--- src/rtl/bzck_port.sv ---
module bzck_port #(
  parameter bit BZ_PIN0     = 1'b1,
  parameter bit BZ_PIN3     = 1'b1,
  parameter bit BZ3_SHARED  = 1'b0,
  parameter bit CK_PIN2     = 1'b1,
  parameter int CK_DIV_LOG2 = 1
) (
  input  logic       clk,
  input  logic       rst_n,
  input  logic       port_wr,
  input  logic [3:0] port_wdata,
  input  logic       freq_wr,
  input  logic       freq_wdata,
  output logic [3:0] port_q,
  output logic       freq_q,
  output logic [3:0] pin_o
);

  localparam int  DIV_W   = 5;
  localparam bit  USE_BZ3 = BZ_PIN3 && BZ_PIN0;
  localparam int  CK_BIT  = CK_DIV_LOG2 - 1;

  logic [DIV_W-1:0] div_q;
  logic tone, ck;
  logic run_bz, run_inv, run_ck;
  logic inv_ctl;
  logic div_unused;

  always_ff @(posedge clk or negedge rst_n) begin
    if (!rst_n) begin
      port_q <= '0;
      freq_q <= 1'b0;
    end else begin
      if (port_wr) port_q <= port_wdata;
      if (freq_wr) freq_q <= freq_wdata;
    end
  end

  always_ff @(posedge clk or negedge rst_n) begin
    if (!rst_n) div_q <= '0;
    else        div_q <= div_q + 1'b1;
  end

  assign tone       = freq_q ? div_q[DIV_W-1] : div_q[DIV_W-2];
  assign ck         = div_q[CK_BIT];
  assign div_unused = ^div_q;
  assign inv_ctl    = BZ3_SHARED ? port_q[0] : port_q[3];

  // each gate is reloaded only while the waveform it passes is low
  always_ff @(posedge clk or negedge rst_n) begin
    if (!rst_n) begin
      run_bz  <= 1'b0;
      run_inv <= 1'b0;
      run_ck  <= 1'b0;
    end else begin
      if (!tone) run_bz  <= port_q[0];
      if (tone)  run_inv <= inv_ctl;
      if (!ck)   run_ck  <= port_q[2];
    end
  end

  assign pin_o[1] = port_q[1];

  if (BZ_PIN0) begin : g_p0_bz
    assign pin_o[0] = tone & run_bz;
  end else begin : g_p0_dc
    assign pin_o[0] = port_q[0];
  end

  if (CK_PIN2) begin : g_p2_ck
    assign pin_o[2] = ck & run_ck;
  end else begin : g_p2_dc
    assign pin_o[2] = port_q[2];
  end

  if (USE_BZ3) begin : g_p3_bz
    assign pin_o[3] = ~tone & run_inv;
  end else begin : g_p3_dc
    assign pin_o[3] = port_q[3];
  end

endmodule

--- config.mk ---
export PLATFORM = sky130hd
export DESIGN_NAME = bzck_port
export DESIGN_NICKNAME = d
export VERILOG_FILES = /design/src/rtl/bzck_port.sv
export SDC_FILE = /design/constraint.sdc
export NUM_CORES = 1
export LEC_CHECK = 0
export BUFFER_PORTS_ARGS = -buffer_cell sky130_fd_sc_hd__buf_2
export CAP_MARGIN = 20
export CORE_AREA = 5 5 42 44
export CTS_CLUSTER_SIZE = 28
export DETAILED_ROUTE_END_ITERATION = 8
export DIE_AREA = 0 0 47 49
export PLACE_DENSITY = 0.76
export SYNTH_ARGS = -nofsm -noshare
export SYNTH_HDL_FRONTEND = slang
export SYNTH_SLANG_ARGS = --single-unit
--- constraint.sdc ---
create_clock -name clk -period 1.3 [get_ports clk]
set_input_delay 0.13 -clock clk [delete_from_list [all_inputs] [get_ports clk]]
set_output_delay 0.13 -clock clk [all_outputs]
set_load 0.01 [all_outputs]
---- After elaboration in Yosys (flattened, before gate mapping) ----
Cells that the tools add are included.
operators by class
  equality and inequality tests ........... 0
  multiplexer cells ....................... 1
  div/mod/pow operators ................... 0
  $mul .................................... 0
  reduce and logical (&&, ||, !) cells .... 0
  bitwise gates (word level) .............. 4
  add/sub/neg operators ................... 1
  shift-type cells ........................ 0
  magnitude comparators ................... 0
operators with widths
  operator                                     number
  adder 5 x 1 -> 5 bit, second input constant  1
  bitwise AND 1 bit                            3
  two-way mux 1 bit                            1
  NOT 1 bit                                    1
storage, ports and cells
  bits in latches ......................... 0
  RAM bits ................................ 0
  flip-flop bits (word level) ............. 13
  logic and storage cells ................. 12
  memories ................................ 0
  bits in read-only memories .............. 0
  bits of input ports ..................... 9

---- Longest topological paths before layout ----
Gate-level depths: netlist (run 1).
  depth in word-level cells ............... 3
  depth in mapped cells ................... 3

---- Least setup slack after synthesis (run 1) ----
Ideal clock, no wire load.
  path kind ............................... flip-flop to flip-flop
  start point ............................. register freq_q
  end point ............................... register run_bz
  arrival time ............................ 1.027 ns
  path slack .............................. 0.146 ns
  buffers on the path ..................... 0
  required time ........................... 1.172 ns
  cell stages (with the launch flop) ...... 3
  clock period less this slack ............ 1.154 ns
  cell sequence ........................... dfrtp_1 mux2i_2 mux2_1
between the ends
  word-level cells in the longest chain between the ends .. 1
ends and longest elaborated chain
  what                      line  source
  start: declaration        15    output logic freq_q,
  start signal: assignment  35    if (freq_wr) freq_q <= freq_wdata;
  two-way mux 1 bit         44    assign tone = freq_q ? div_q[DIV_W-1] : div_q[DIV_W-2];
  end signal: assignment    56    if (!tone) run_bz <= port_q[0];
  end: declaration          25    logic run_bz, run_inv, run_ck;
No other way between the ends.
A chain may end at the register's enable or synchronous reset.

---- Worst setup path after layout (run 1) ----
  start point ............................. register freq_q
  end point ............................... output pin_o[3]
between the ends
  word-level cells in the longest chain between the ends .. 3
ends and longest elaborated chain
  what               line  source
  two-way mux 1 bit  44
  NOT 1 bit          77    assign pin_o[3] = ~tone & run_inv;
  bitwise AND 1 bit  77
  end: declaration   16    output logic [3:0] pin_o
No other way between the ends.

==> metrics.csv, run 1 <==
stage,metric,value,unit
min_path,hp-class,input port to register,
timing,setup-violations-final,0,
power_and_ir_drop,pwr-share-seq,0.556,
place,portBuffers,17,
yosys,synthAdderAreaFrac,0.0248,
grt,grt_pass1_vias,335,
timing,fin_crit,1.29,ns
place,pre_cts_slack,0.131,ns
power_and_ir_drop,p_int,619,µW
critical_path,worstPathRequired,1.17,ns
clock_tree,clockRootBuffer,clkbuf_4,
timing,slew_headroom,0.814,
yosys,synth_fp_nets,43,
power_and_ir_drop,comb_power_share,0.154,
grt,track_usage,0.0812,
place,gp_congestion,0.604,
cells_and_area,syn2layout_area_growth,29.8,%
yosys,ys_warn_count,0,
yosys,ys_seq_area_frac,0.645,
detailed_routing,via_count,324,
cells_and_area,final_nets,67,
critical_path,max_stage_delay,0.37,ns
clock_tree,clk_pin_slew,0.07,ns
grt,gr-total-overflow,0,
critical_path,cp-end-kind,output port,
grt,antenna_found_initial,0,
power_and_ir_drop,p_sw_frac,0.238,
clock_tree,cts_made_buffers,3,
cells_and_area,stdcell_count,72,
run,cap_viol_max_count,0,
timing,final.setup.tns,0,ns
floorplan,dieArea,2300,µm²
clock_tree,clk_path_buf_depth,2,
floorplan,ios,18,
floorplan,fp.dieH,49,µm
timing,finalHoldViolations,0,
detailed_routing,routed_wirelength,799,µm
critical_path,crit_type,register to output port,
detailed_routing,ant_nets,0,
cells_and_area,drive_above_1_share,0.500,
yosys,synthDistinctLibCells,13,
critical_path,cp_slowest_cell,dfrtp_1,
place,place_hpwl,656,µm
power_and_ir_drop,power_density,1240,nW/µm²
detailed_routing,drc,0,
critical_path,cp_cell_sequence,mux2i_2 > and2_1 > buf_2,
timing,rsz0062_at_grt,true,
power_and_ir_drop,power_switching,193,µW
clock_tree,cts_tree,yes,
grt,grt_pass1_wl,1370,µm
yosys,ys_seq_elements,13,
yosys,synth_xor_area_frac,0.0521,
clock_tree,htree_levels,1,
outcome,outcome,finished clean,
clock_tree,cts_num_sinks,13,
yosys,synthMuxAreaShare,0.184,
detailed_routing,wl_per_cell,11.1,µm
grt,grt_max_degree,14,
timing,tightest_slew,0.279,ns
cells_and_area,n_antenna_cell,0,
timing,slew_viol_final,0,
floorplan,rows,14,
yosys,syn_inst,33,
timing,fin_skew,0.00647,ns
timing,timing.hold.ws,0.0778,ns
yosys,synth_compound_area_frac,0.0149,
critical_path,startpoint_type,register,
timing,fin_ws,0.00514,ns
power_and_ir_drop,leakagePower,0.000333,µW
detailed_routing,drtIter0Drc,4,
yosys,synth-simple-area-share,0.0571,
floorplan,die_w,47,µm
critical_path,crit_fanout,3,
place,dp.cells,65,
clock_tree,clk_latency,0.27,ns
timing,fin_crit_sh,0.996,
detailed_routing,drtPass1Iterations,2,
yosys,syn_area_per_cell,15.3,µm²
power_and_ir_drop,clkPwrFrac,0.290,
detailed_routing,avgViaCountPerCell,4.50,
power_and_ir_drop,ir_drop,0.682,mV
floorplan,start_util,0.360,
critical_path,cp_data_arrival_time,1.16,ns
yosys,synth_top_family_by_area,multiplexers,
yosys,netlist_area,504,µm²
timing,max_freq,772,MHz
floorplan,core,1400,µm²
cell type report:
class	instances	area [µm²]
multi-input cells	18	168
clock inverters	1	5.00
inverters	1	3.75
well taps	16	20.0
flip-flops and latches	13	325
repair buffers	20	110
fillers	141	747
clock buffers	3	22.5
worst paths after layout:
path	slack [ns]	end	start	cells past startpoint
worst max-delay path	0.005	pin_o[3]	freq_q$_DFFE_PN0P_	3
worst min-delay path	0.08	freq_q$_DFFE_PN0P_	freq_wdata	2
worst max register to register	0.10	run_bz$_DFFE_PN0N_	freq_q$_DFFE_PN0P_	3
worst min register to register	0.49	run_bz$_DFFE_PN0N_	run_bz$_DFFE_PN0N_	1
max in group asynchronous	0.82	div_q[4]$_DFF_PN0_	rst_n	2
min in group asynchronous	0.26	run_ck$_DFFE_PN0N_	rst_n	2
cells by family (layout without fill, tap and decap cells):
kind of cell,after synthesis,in the layout
adder cells (fa/ha/maj),1,1
AO/OA/AOI/OAI,1,1
XOR/XNOR,3,3
buffers and inverters,2,25
flip-flops,13,13
multiplexers,8,8
AND/OR/NAND/NOR,5,5
cell usage in the layout, fill, tap and decap left out:
cell type      instances
inv_1                  1
buf_2                 17
mux2_2                 4
mux2i_2                1
xnor2_1                2
mux2_1                 3
dlygate4sd3_1          1
nor2b_1                1
dfrtp_1               13
clkbuf_4               3
buf_4                  2
and2_1                 2
nand3_1                2
clkinv_2               1
a21o_1                 1
xor2_1                 1
ha_1                   1
synth_stat cells:
| cell | instances | share of area |
|---|---|---|
| mux2_1 | 3 | 0.067 |
| dfrtp_1 | 13 | 0.65 |
| mux2i_2 | 1 | 0.027 |
| mux2_2 | 4 | 0.089 |
| and2_1 | 2 | 0.025 |
| xor2_1 | 1 | 0.017 |
| nand3_1 | 2 | 0.020 |
| nor2b_1 | 1 | 0.012 |
| a21o_1 | 1 | 0.015 |
| ha_1 | 1 | 0.025 |
| buf_4 | 1 | 0.015 |
| xnor2_1 | 2 | 0.035 |
| inv_1 | 1 | 0.0074 |
per-layer routing:
layer / up-vias / share of wire / global-route usage
met5: - / 0 / 0
met4: 0 / 0 / 0.0415
met3: 0 / 0.090 / 0.0295
met2: 13 / 0.47 / 0.113
met1: 154 / 0.44 / 0.108
li1: 157 / - / -
power by group through the flow:
stage	Combinational, µW	Clock (µW)	Sequential, µW
CTS	129	249	452
detailed placement	117	0	461
global route	138	266	457
finish	125	236	451
floorplan	56.6	0	465
global placement	114	0	459
what timing repair did:
item | 4_1_cts | 5_1_grt
setup endpoints to repair | 2 | 2
cloned | 0 | 0
gates resized for setup | 0 | 0
pin swaps | 1 | 0
buffers inserted | 2 | 0
endpoints found under the hold margin | 13 | 0
hold buffers | 1 | 0
stage by stage:
stage / area [µm²] / util / power, µW
floorplan: 504 / - / 522
global placement: 602 / 0.429 / 573
detailed placement: 602 / 0.429 / 578
CTS: 654 / 0.467 / 831
global route: 654 / 0.467 / 860
finish: 654 / 0.467 / 813
state kept, by name, indices dropped and copies added, names as in the netlist:
name	count
div_q	5
port_q	4
run_inv	1
freq_q	1
run_ck	1
run_bz	1
critical path, delay by kind of cell, from the launching register on:
kind | cells | cell delay, ns
simple gates | 1 | 0.15
flops | 1 | 0.37
mux | 1 | 0.26
buf+inv | 1 | 0.12
Power figures use the tool's default switching activity.
==> run 2: changes to the inputs <==
CELL_PAD_IN_SITES_DETAIL_PLACEMENT = 1   (was not set)
CELL_PAD_IN_SITES_GLOBAL_PLACEMENT = 1   (was not set)
CORE_AREA = not set   (was 5 5 42 44)
CORE_MARGIN = 5   (was not set)
CORE_UTILIZATION = 35   (was not set)
DIE_AREA = not set   (was 0 0 47 49)
PLACE_DENSITY = 0.84   (was 0.76)
==> metrics.csv, run 2 (same netlist as run 1, synthesis figures left out) <==
stage,metric,value,unit,change
grt,grt_pass1_wl,1500,µm,was 1370 µm
detailed_routing,drc,0,,unchanged
run,cap_viol_max_count,0,,unchanged
detailed_routing,avgViaCountPerCell,4.74,,was 4.50
floorplan,ios,18,,unchanged
place,gp_congestion,0.626,,was 0.604
detailed_routing,drtPass1Iterations,4,,was 2
floorplan,die_w,48.0,µm,was 47 µm
floorplan,dieArea,2300,µm²,about the same
critical_path,crit_fanout,3,,unchanged
cells_and_area,reg.largest.list,"div_q (5), port_q (4)",,unchanged
cells_and_area,final_cell_mix,"17 x buf_2, 13 x dfrtp_1, 4 x mux2_2",,unchanged
critical_path,r2r_slack,0.06,ns,was 0.10 ns
cells_and_area,n_fill_cell,149,,was 141
power_and_ir_drop,comb_power_share,0.149,,was 0.154
cells_and_area,stdcell_count,70,,was 72
cells_and_area,syn2layout_area_growth,27.8,%,was 29.8%
grt,grt_pass1_vias,325,,was 335
clock_tree,cts_tree,yes,,unchanged
min_path,hold_depth,2,,unchanged
power_and_ir_drop,ir_drop,0.678,mV,was 0.682 mV
critical_path,cp-end-kind,output port,,unchanged
clock_tree,clockRootBuffer,clkbuf_4,,unchanged
timing,fin_ws,-0.0214,ns,was 0.00514 ns
critical_path,cp_data_arrival_time,1.19,ns,was 1.16 ns
cells_and_area,multi_input_area,168,µm²,unchanged
outcome,violations,setup timing,,
detailed_routing,wl_per_cell,14.0,µm,was 11.1 µm
min_path,min_from,freq_wdata,,unchanged
detailed_routing,routed_wirelength,978,µm,was 799 µm
cells_and_area,utilization,0.483,,was 0.467
outcome,outcome,finished with violations,,was finished clean
grt,track_usage,0.109,,was 0.0812
grt,gr-total-overflow,0,,unchanged
cells_and_area,largest_register_ffs,5,,unchanged
cells_and_area,layout_commonest_cell,buf_2,,unchanged
floorplan,start_util,0.378,,was 0.360
clock_tree,clk_latency,0.28,ns,was 0.27 ns
timing,fin_crit,1.32,ns,was 1.29 ns
timing,fin_skew,0.00392,ns,was 0.00647 ns
detailed_routing,ant_nets,0,,unchanged
critical_path,startpoint_type,register,,unchanged
grt,grt_max_degree,14,,unchanged
floorplan,core,1330,µm²,was 1400 µm²
timing,slew_viol_final,0,,unchanged
min_path,min_to,freq_q$_DFFE_PN0P_,,unchanged
critical_path,worstReg2RegStart,freq_q$_DFFE_PN0P_,,unchanged
timing,fin_crit_sh,1.02,,was 0.996
power_and_ir_drop,pwr-share-seq,0.551,,was 0.556
cells_and_area,final_nets,66,,was 67
critical_path,crit_type,register to output port,,unchanged
power_and_ir_drop,power_switching,201,µW,was 193 µW
timing,max_freq,757,MHz,was 772 MHz
power_and_ir_drop,power_density,1280,nW/µm²,was 1240 nW/µm²
timing,setup-violations-final,1,,was 0
detailed_routing,drtIter0Drc,3,,was 4
floorplan,fp.dieH,48.0,µm,was 49 µm
cells_and_area,seqCellArea,325,µm²,unchanged
floorplan,rows,13,,was 14
min_path,hp-class,input port to register,,unchanged
critical_path,rr_worst_depth,3,,unchanged
timing,finalHoldViolations,0,,unchanged
detailed_routing,via_count,332,,was 324
clock_tree,clk_path_buf_depth,2,,unchanged
clock_tree,cts_made_buffers,3,,unchanged
place,portBuffers,17,,unchanged
clock_tree,htree_levels,1,,unchanged
critical_path,r2r_end,run_inv$_DFFE_PN0P_,,was run_bz$_DFFE_PN0N_
grt,antenna_found_initial,0,,unchanged
power_and_ir_drop,leakagePower,0.000325,µW,was 0.000333 µW
cells_and_area,n_antenna_cell,0,,unchanged
power_and_ir_drop,p_int,621,µW,was 619 µW
timing,slew_headroom,0.809,,was 0.814
critical_path,worstSetupStartpoint,freq_q$_DFFE_PN0P_,,unchanged
cells_and_area,drive_above_1_share,0.473,,was 0.500
timing,tightest_slew,0.287,ns,was 0.279 ns
power_and_ir_drop,clkPwrFrac,0.300,,was 0.290
clock_tree,clk_pin_slew,0.07,ns,about the same
clock_tree,cts_num_sinks,13,,unchanged
timing,rsz0062_at_grt,true,,unchanged
cells_and_area,regMostFlops,div_q,,unchanged
critical_path,worstPathRequired,1.17,ns,about the same
place,dp.cells,64,,was 65
power_and_ir_drop,p_sw_frac,0.244,,was 0.238
[run 2: changes by cell type in the layout (fill, tap and decap cells not counted)]
cell	delta
buf_4	-1
clkinv_2	-1
clkbuf_1	+1
[run 2: worst max-delay path by stage]
| stage | end | slack [ns] | depth (start not counted) |
|---|---|---|---|
| floorplan | run_bz$_DFFE_PN0N_ | 0.15 | 2 |
| global placement | run_bz$_DFFE_PN0N_ | 0.18 | 2 |
| detailed placement | run_inv$_DFFE_PN0P_ | 0.1 | 2 |
| CTS | pin_o[3] | -0.05 | 3 |
| global route | pin_o[3] | -0.09 | 3 |
| finish | pin_o[3] | -0.02 | 3 |
[run 2: cell type report]
class / count / share of cell area
flip-flops and latches: 13 / 0.505
multi-input cells: 18 / 0.260
repair buffers: 19 / 0.159
clock buffers: 4 / 0.0408
well taps: 15 / 0.0291
inverters: 1 / 0.00583
[run 2: repair_timing]
action | CTS | global route
gates resized for setup | 0 | 0
hold buffers | 1 | 0
endpoints found under the hold margin | 13 | 0
endpoints found under the setup margin | 2 | 2
buffers inserted | 1 | 0
gates cloned | 0 | 0
[run 2: metal layers]
metal,part of all wire,track usage,vias up
met5,0,0,-
met4,0.021,0.0645,0
met3,0.11,0.0827,4
met2,0.50,0.164,14
met1,0.37,0.108,159
li1,-,-,155
[run 2: metrics by stage]
| step | TNS [ns] | setup WS (ns) | hold slack (ns) | total power (µW) | instance area (µm²) |
|---|---|---|---|---|---|
| finish | -0.0214 | -0.0214 | 0.0698 | 822 | 644 |
| global placement | 0 | 0.177 | 0.0244 | 573 | 601 |
| detailed placement | 0 | 0.0966 | 0.0323 | 583 | 601 |
| global route | -0.108 | -0.0930 | 0.0558 | 882 | 644 |
| CTS | -0.0517 | -0.0517 | 0.0561 | 846 | 644 |
| floorplan | 0 | 0.146 | -0.166 | 522 | 504 |
[run 2: critical path: stages (launching register included)]
cell,delay (ns)
dfrtp_1,0.39
mux2i_2,0.26
and2_1,0.15
buf_2,0.12
[run 2: power groups by stage]
stage / clock network [µW] / registers, µW / logic [µW]
2_1_floorplan: 0 / 465 / 56.6
3_3_place_gp: 0 / 460 / 113
3_5_place_dp: 0 / 463 / 119
4_1_cts: 264 / 455 / 126
5_1_grt: 289 / 459 / 134
6_report: 246 / 453 / 123
==> run 3: changes to the inputs <==
ABC_AREA = 1   (was not set)
CORE_UTILIZATION = 34   (was 35)
PLACE_DENSITY = 0.86   (was 0.84)
==> metrics.csv, run 3 <==
stage,metric,value,unit,change
floorplan,fp.dieH,49.9,µm,was 48.0 µm
clock_tree,cts_made_buffers,3,,unchanged
yosys,synth_fp_nets,67,,was 43
yosys,synthDistinctLibCells,12,,was 13
yosys,ys_seq_elements,13,,unchanged
floorplan,start_util,0.359,,was 0.378
cells_and_area,final_nets,90,,was 66
place,pre_cts_slack,0.321,ns,was 0.0966 ns
timing,fin_crit,1.21,ns,was 1.32 ns
outcome,outcome,finished clean,,was finished with violations
grt,track_usage,0.105,,was 0.109
yosys,ys_seq_area_frac,0.602,,was 0.645
power_and_ir_drop,p_int,595,µW,was 621 µW
place,gp_congestion,0.757,,was 0.626
floorplan,die_w,49.9,µm,was 48.0 µm
grt,antenna_found_initial,0,,unchanged
grt,gr-total-overflow,0,,unchanged
yosys,yosys.area.top_type_share,0.602,,was 0.645
detailed_routing,drc,0,,unchanged
power_and_ir_drop,clkPwrFrac,0.309,,was 0.300
timing,slew_headroom,0.808,,was 0.809
detailed_routing,drtPass1Iterations,2,,was 4
floorplan,core,1510,µm²,was 1330 µm²
yosys,synth_area_leaders,"dfrtp_1 60%, nand2_1 10%, inv_1 6.9%",,"was dfrtp_1 65%, mux2_2 8.9%, mux2_1 6.7%"
power_and_ir_drop,p_sw_frac,0.256,,was 0.244
timing,tightest_slew,0.287,ns,about the same
timing,rsz0062_at_grt,false,,was true
yosys,synthTopCellsByCount,"15 x nand2_1, 13 x dfrtp_1, 10 x inv_1",,"was 13 x dfrtp_1, 4 x mux2_2, 3 x mux2_1"
timing,final.setup.tns,0,ns,was -0.0214 ns
clock_tree,cts_tree,yes,,unchanged
detailed_routing,drtIter0Drc,8,,was 3
yosys,ys_warn_count,0,,unchanged
cells_and_area,multi_input_area,169,µm²,was 168 µm²
yosys,yosysMostFrequentCell,nand2_1,,was dfrtp_1
clock_tree,clk_latency,0.27,ns,was 0.28 ns
cells_and_area,final_cell_mix,"17 x buf_2, 14 x nand2_1, 12 x dfrtp_1",,"was 17 x buf_2, 13 x dfrtp_1, 4 x mux2_2"
clock_tree,cts_num_sinks,13,,unchanged
critical_path,worstPathRequired,1.17,ns,about the same
clock_tree,clk_pin_slew,0.08,ns,was 0.07 ns
detailed_routing,wl_per_cell,11.9,µm,was 14.0 µm
grt,grt_pass1_wl,1990,µm,was 1500 µm
cells_and_area,layout_commonest_cell,buf_2,,unchanged
floorplan,dieArea,2490,µm²,was 2300 µm²
cells_and_area,regMostFlops,div_q,,unchanged
cells_and_area,utilization,0.455,,was 0.483
cells_and_area,reg.largest.list,"div_q (5), port_q (4)",,unchanged
power_and_ir_drop,pwr-share-seq,0.558,,was 0.551
yosys,synth_top_area_cell,dfrtp_1,,unchanged
timing,slew_viol_final,0,,unchanged
yosys,synth_edf_count,0,,unchanged
timing,finalHoldViolations,0,,unchanged
yosys,syn_inst,57,,was 33
clock_tree,htree_levels,1,,unchanged
clock_tree,clk_path_buf_depth,2,,unchanged
clock_tree,clockRootBuffer,clkbuf_4,,unchanged
timing,max_freq,827,MHz,was 757 MHz
timing,setup-violations-final,0,,was 1
detailed_routing,via_count,451,,was 332
critical_path,cp_data_arrival_time,1.08,ns,was 1.19 ns
run,cap_viol_max_count,0,,unchanged
grt,grt_max_degree,14,,unchanged
timing,fin_skew,0.00391,ns,was 0.00392 ns
yosys,netlist_area,541,µm²,was 504 µm²
critical_path,cp-end-kind,output port,,unchanged
cells_and_area,largest_register_ffs,5,,unchanged
place,portBuffers,17,,unchanged
power_and_ir_drop,power_density,1160,nW/µm²,was 1280 nW/µm²
timing,fin_crit_sh,0.931,,was 1.02
critical_path,startpoint_type,register,,unchanged
floorplan,ios,18,,unchanged
min_path,hp-class,input port to register,,unchanged
floorplan,rows,14,,was 13
power_and_ir_drop,leakagePower,0.000401,µW,was 0.000325 µW
cells_and_area,syn2layout_area_growth,26.9,%,was 27.8%
cells_and_area,n_fill_cell,201,,was 149
critical_path,crit_type,register to output port,,unchanged
place,place_hpwl,880,µm,
critical_path,crit_fanout,3,,unchanged
power_and_ir_drop,comb_power_share,0.133,,was 0.149
yosys,synthArstFlopShare,1.00,,unchanged
power_and_ir_drop,power_switching,204,µW,was 201 µW
cells_and_area,n_antenna_cell,0,,unchanged
cells_and_area,drive_above_1_share,0.354,,was 0.473
grt,grt_pass1_vias,496,,was 325
yosys,ys.flop_type,dfrtp_1,,unchanged
detailed_routing,ant_nets,0,,unchanged
power_and_ir_drop,ir_drop,0.713,mV,was 0.678 mV
yosys,syn_area_per_cell,9.48,µm²,was 15.3 µm²
detailed_routing,avgViaCountPerCell,4.75,,was 4.74
timing,fin_ws,0.0901,ns,was -0.0214 ns
detailed_routing,routed_wirelength,1130,µm,was 978 µm
cells_and_area,seqCellArea,327,µm²,was 325 µm²
==> run 3: area by class of cell <==
| cell class | count | share of cell area |
|---|---|---|
| flip-flops and latches | 13 | 0.476 |
| clock buffers | 4 | 0.0383 |
| repair buffers | 19 | 0.150 |
| inverters | 11 | 0.0602 |
| well taps | 16 | 0.0292 |
| multi-input cells | 32 | 0.246 |
==> run 3: path summary, 6_finish.rpt <==
kind                                         start                    end  slack, ns  depth (start not counted)
worst max-delay path            div_q[4]$_DFF_PN0_               pin_o[0]       0.09                          5
min in group asynchronous                    rst_n     freq_q$_DFFE_PN0P_       0.26                          2
worst min-delay path                 port_wdata[1]  port_q[1]$_DFFE_PN0P_       0.06                          3
max in group asynchronous                    rst_n     div_q[3]$_DFF_PN0_       0.79                          2
worst max register to register  div_q[0]$_DFF_PN0_     div_q[4]$_DFF_PN0_       0.28                          4
worst min register to register  run_ck$_DFFE_PN0N_     run_ck$_DFFE_PN0N_       0.49                          2
==> run 3: kinds of logic (layout without fill, tap and decap cells) <==
family | Yosys count | count (layout) | synth area share
compound gates | 6 | 6 | 0.0556
xor+xnor | 1 | 1 | 0.0162
fa+ha+maj | 1 | 1 | 0.0231
buf+inv | 12 | 34 | 0.0903
flops | 13 | 13 | 0.602
simple gates | 24 | 24 | 0.213
==> run 3: per-stage QoR <==
stage	total power, µW	cells	cell area [µm²]	hold slack, ns
3_5_place_dp	561	89	638	0.0339
2_1_floorplan	506	57	541	-0.166
6_report	799	95	686	0.0627
4_1_cts	812	94	674	0.0604
5_1_grt	846	95	686	0.0714
3_3_place_gp	557	89	638	0.0272
==> run 3: worst max-delay path, stage by stage (launching register included) <==
cell     delay, ns
dfrtp_1       0.39
inv_1         0.08
nand2_1       0.08
nand3_2       0.09
inv_1         0.04
buf_2         0.13
==> run 3: metal layers <==
metal / vias up / part of all wire / wire (µm) / global-route usage
li1: 223 / - / - / -
met1: 212 / 0.42 / 476 / 0.107
met2: 14 / 0.50 / 561 / 0.184
met3: 2 / 0.061 / 69 / 0.0392
met4: 0 / 0.020 / 23 / 0.0524
met5: - / 0 / 0 / 0
==> run 3: power by group through the flow <==
stage	registers (µW)	clock network, µW	logic, µW
after global routing	450	273	124
after floorplan	459	0	47.4
final	446	247	106
after CTS	446	256	110
after global placement	454	0	104
after detailed placement	454	0	107
==> run 3: what timing repair did <==
item	4_1_cts	5_1_grt
endpoints found under the hold margin	13	0
hold buffers	1	0
setup buffers	0	1
setup endpoints to repair	0	2
gates resized for setup	0	3
